**config.mk**
```make
export PLATFORM = sky130hd
export DESIGN_NAME = bus_hold_arbiter
export DESIGN_NICKNAME = d
export VERILOG_FILES = /design/src/rtl/bha_pkg.sv /design/src/rtl/bha_sync.sv /design/src/rtl/bha_idle.sv /design/src/rtl/bha_fsm.sv /design/src/rtl/bus_hold_arbiter.sv
export SDC_FILE = /design/constraint.sdc
export NUM_CORES = 1
export LEC_CHECK = 0
export CORE_AREA = 2 2 39 41
export DETAILED_ROUTE_END_ITERATION = 8
export DIE_AREA = 0 0 41 43
export DONT_BUFFER_PORTS = 1
export PLACE_DENSITY = 0.3
export SETUP_SLACK_MARGIN = 0.3
export SLEW_MARGIN = 10
export SYNTH_ARGS = -nofsm -noshare
export SYNTH_HDL_FRONTEND = slang
export SYNTH_SLANG_ARGS = --single-unit
```
**constraint.sdc**
```tcl
create_clock -name clk -period 1.3 [get_ports clk]
set_input_delay 0.39 -clock clk [delete_from_list [all_inputs] [get_ports clk]]
set_output_delay 0.39 -clock clk [all_outputs]
set_load 0.01 [all_outputs]
```
**src/rtl/bha_pkg.sv**
```systemverilog
package bha_pkg;

    typedef enum logic [1:0] {
        ST_OWN   = 2'd0,
        ST_DRAIN = 2'd1,
        ST_GRANT = 2'd2,
        ST_REARM = 2'd3
    } bha_state_e;

    typedef struct packed {
        logic ack_n;
        logic drive_en;
        logic stall;
    } bha_out_t;

    function automatic bha_out_t bha_decode(bha_state_e st);
        bha_out_t o;
        o.ack_n    = 1'b1;
        o.drive_en = 1'b1;
        o.stall    = 1'b0;
        case (st)
            ST_GRANT: begin
                o.ack_n    = 1'b0;
                o.drive_en = 1'b0;
                o.stall    = 1'b1;
            end
            ST_REARM: o.stall = 1'b1;
            default:  ;
        endcase
        return o;
    endfunction

endpackage

```
**src/rtl/bha_sync.sv**
```systemverilog
module bha_sync #(
    parameter int STAGES = 2
) (
    input  logic clk,
    input  logic rst,
    input  logic req_n_async,
    output logic req_sync
);
    logic [STAGES-1:0] chain;

    always_ff @(posedge clk) begin
        if (rst) chain[0] <= 1'b0;
        else     chain[0] <= ~req_n_async;
    end

    generate
        for (genvar i = 1; i < STAGES; i++) begin : g_stage
            always_ff @(posedge clk) begin
                if (rst) chain[i] <= 1'b0;
                else     chain[i] <= chain[i-1];
            end
        end
    endgenerate

    assign req_sync = chain[STAGES-1];
endmodule

```
**src/rtl/bha_idle.sv**
```systemverilog
module bha_idle #(
    parameter int PEND_W = 4
) (
    input  logic              acc_busy,
    input  logic [PEND_W-1:0] pend_cnt,
    output logic              idle
);
    localparam logic [PEND_W-1:0] NONE = '0;
    assign idle = !acc_busy && (pend_cnt == NONE);
endmodule

```
**src/rtl/bha_fsm.sv**
```systemverilog
module bha_fsm
    import bha_pkg::*;
(
    input  logic     clk,
    input  logic     rst,
    input  logic     req,
    input  logic     idle,
    output bha_out_t outs
);
    bha_state_e state, nxt;

    always_comb begin
        nxt = state;
        case (state)
            ST_OWN:   if (req) nxt = idle ? ST_GRANT : ST_DRAIN;
            ST_DRAIN: if (!req) nxt = ST_OWN;
                      else if (idle) nxt = ST_GRANT;
            ST_GRANT: if (!req) nxt = ST_REARM;
            ST_REARM: nxt = ST_OWN;
            default:  nxt = ST_OWN;
        endcase
    end

    always_ff @(posedge clk) begin
        if (rst) state <= ST_OWN;
        else     state <= nxt;
    end

    assign outs = bha_decode(state);
endmodule

```
**src/rtl/bus_hold_arbiter.sv**
```systemverilog
module bus_hold_arbiter
    import bha_pkg::*;
#(
    parameter int PEND_W      = 4,
    parameter int SYNC_STAGES = 2
) (
    input  logic              clk,
    input  logic              rst,
    input  logic              hold_req_n,
    input  logic              acc_busy,
    input  logic [PEND_W-1:0] pend_cnt,
    output logic              hold_ack_n,
    output logic              bus_drive_en,
    output logic              int_stall
);
    localparam int SYNC_N = (SYNC_STAGES < 2) ? 2 : SYNC_STAGES;

    logic     req_s;
    logic     idle;
    bha_out_t outs;

    bha_sync #(.STAGES(SYNC_N)) u_sync (
        .clk(clk), .rst(rst), .req_n_async(hold_req_n), .req_sync(req_s)
    );

    bha_idle #(.PEND_W(PEND_W)) u_idle (
        .acc_busy(acc_busy), .pend_cnt(pend_cnt), .idle(idle)
    );

    bha_fsm u_fsm (
        .clk(clk), .rst(rst), .req(req_s), .idle(idle), .outs(outs)
    );

    assign hold_ack_n   = outs.ack_n;
    assign bus_drive_en = outs.drive_en;
    assign int_stall    = outs.stall;
endmodule

```
==> impl_metrics.json <==
{
  "status": "finished clean",
  "clkSinkCount": 4,
  "yosysMostFrequentCell": "dfxtp_1",
  "area_growth_pct": 34.4,
  "drc": 0,
  "worstPathRequired_ps": 910,
  "layout.nets": 26,
  "maxSlewHeadroom": 0.866,
  "die_area_um2": 1760,
  "synth_seq_cells": 4,
  "finalWeightedCongestion": 0.574,
  "root_buffer": "clkbuf_4",
  "grt_pass1_vias": 108,
  "overflow": 0,
  "post-cts-setup-buffers": 0,
  "pwr-share-seq": 0.450,
  "grt_pass1_wl_um": 420,
  "pre_cts_ws_ps": 32.4,
  "io_pins": 11,
  "synth_commonest_cells": "4 x dfxtp_1, 2 x nor2_1",
  "finish.utilization": 0.152,
  "antenna_found_initial": 0,
  "htreeDepth": 1,
  "cts_hold_buf": 0,
  "ys_warn_count": 0,
  "finalHoldViolCount": 0,
  "fin_crit_sh": 0.895,
  "drt_pass1_iterations": 1,
  "start_util": 0.113,
  "grt_max_degree": 6,
  "holdCritPathClass": "input pin to flip-flop",
  "pwr-share-clk": 0.524,
  "rr_worst_depth": 2,
  "drt_iter0_drc": 0,
  "clock_skew_ps": 2.29,
  "synth_top_area_cell": "dfxtp_1",
  "wl_per_cell_um": 9.00,
  "max_cap_violations": 0,
  "syn_inst": 14,
  "clk_pin_slew_ps": 40,
  "min_path_cells": 1,
  "synth_top_area_frac": 0.512,
  "rsz0062_at_grt": "true",
  "drive_above_1_share": 0.625,
  "internal_power_w": 0.000235,
  "async_flop_share": 0,
  "dr_total_vias": 112,
  "syn_area_um2": 156,
  "tns_ps": 0,
  "synth_cell_types": 10,
  "grtUsageTotal": 0.0482,
  "power_density_nw_per_um2": 1360,
  "clockBufferDepth": 2,
  "yosys-top-cells-area": "dfxtp_1 51%, o32ai_2 10%, or4_4 7.2%",
  "netSwitchingFraction": 0.176,
  "endpoint_kind": "primary output",
  "leakage_nw": 0.0696,
  "peakVddDrop_mv": 0.407,
  "arrival_ps": 770,
  "syn-num-nets": 22,
  "port_buffers": 0,
  "core-area_um2": 1380,
  "cp-start-kind": "flip-flop",
  "cts_buffers": 3,
  "finalCriticalPeriod_ps": 1160,
  "crit_fanout": 4,
  "viasPerCell": 3.50,
  "setup_viol": 0,
  "synth_edf_count": 0,
  "fillers": 154,
  "routed_wl_um": 288,
  "maxSlewViolCount": 0,
  "critical_path_class": "flip-flop to primary output",
  "cts_tree": "yes",
  "rows": 14,
  "ant_nets": 0,
  "combPwrFrac": 0.027,
  "register_area_um2": 81.3,
  "dieHeight_um": 43,
  "switchingPower_w": 0.0000502,
  "seq_area_frac_synth": 0.512,
  "syn_avg_cell_area_um2": 11.2,
  "fmax_ghz": 0.859,
  "multi_input_area_um2": 75.1,
  "diodes": 0,
  "final.setup.worst_slack_ps": 136,
  "worst_pin_slew_ps": 200,
  "clock_latency_ps": 230,
  "die_w_um": 41,
  "finalPower_w": 0.000286,
  "synth-main-ff-cell": "dfxtp_1"
}
==> flip-flops by register name (all words and copies together) (netlist names) <==
signal / cells
u_sync.req_sync: 1
u_fsm.state: 2
u_sync.chain: 1
==> through the flow <==
step | hold WS (ps) | instance area (um^2) | cells
global placement | 421 | 180 | 29
global route | 204 | 210 | 32
detailed placement | 429 | 180 | 29
CTS | 210 | 210 | 32
finish | 222 | 210 | 32
floorplan | 414 | 164 | 14
==> kinds of logic after synthesis <==
kind of cell | Yosys count | synth area share
AOI/OAI and AO/OA | 2 | 0.160
buffers and inverters | 2 | 0.0720
DFF | 4 | 0.512
and+or+nand+nor | 6 | 0.256
==> final timing paths <==
kind	from	slack, ps	end
setup / recovery	u_fsm.state[1]	140	bus_drive_en
hold / removal	rst	220	u_sync.chain[0]
setup reg to reg	u_fsm.state[1]	200	u_fsm.state[1]
hold reg to reg	u_sync.chain[0]	430	u_sync.req_sync
==> cell usage in the layout, fill, tap and decap left out, drive strengths merged <==
cell type / n
dfxtp: 4
clkbuf: 3
o32ai: 2
nor2: 2
nand2b: 1
or4: 1
or3b: 1
nor2b: 1
buf: 1
==> power groups by stage <==
stage	sequential, W	combinational, W	clock (W)
2_1_floorplan	0.000130	0.00000677	0
3_3_place_gp	0.000130	0.00000719	0
3_5_place_dp	0.000130	0.00000739	0
4_1_cts	0.000128	0.00000778	0.000161
5_1_grt	0.000129	0.00000834	0.000171
6_report	0.000128	0.00000763	0.000150
==> layout make-up <==
class	count	share of cell area
Clock buffer	3	0.107
Tap cell	16	0.0952
Multi-Input combinational cell	8	0.357
Sequential cell	4	0.387
Timing Repair Buffer	1	0.0536
==> layer usage <==
layer,up-vias,track usage,part of all wire
met5,-,0,0
met4,0,0.0200,0
met3,0,0.0942,0.23
met2,11,0.0469,0.36
met1,47,0.0386,0.40
li1,54,-,-
==> worst max-delay path, stage by stage (launching register included) <==
cell,delay [ps]
dfxtp_2,310
buf_6,120
nand2b_4,100
==> repair_timing <==
action / in CTS / in global routing
gates resized for setup: 3 / 0
pin swaps: 0 / 0
hold endpoints to repair: 0 / 0
setup endpoints to repair: 5 / 5
Note: power is estimated with default switching activity, not from simulation.
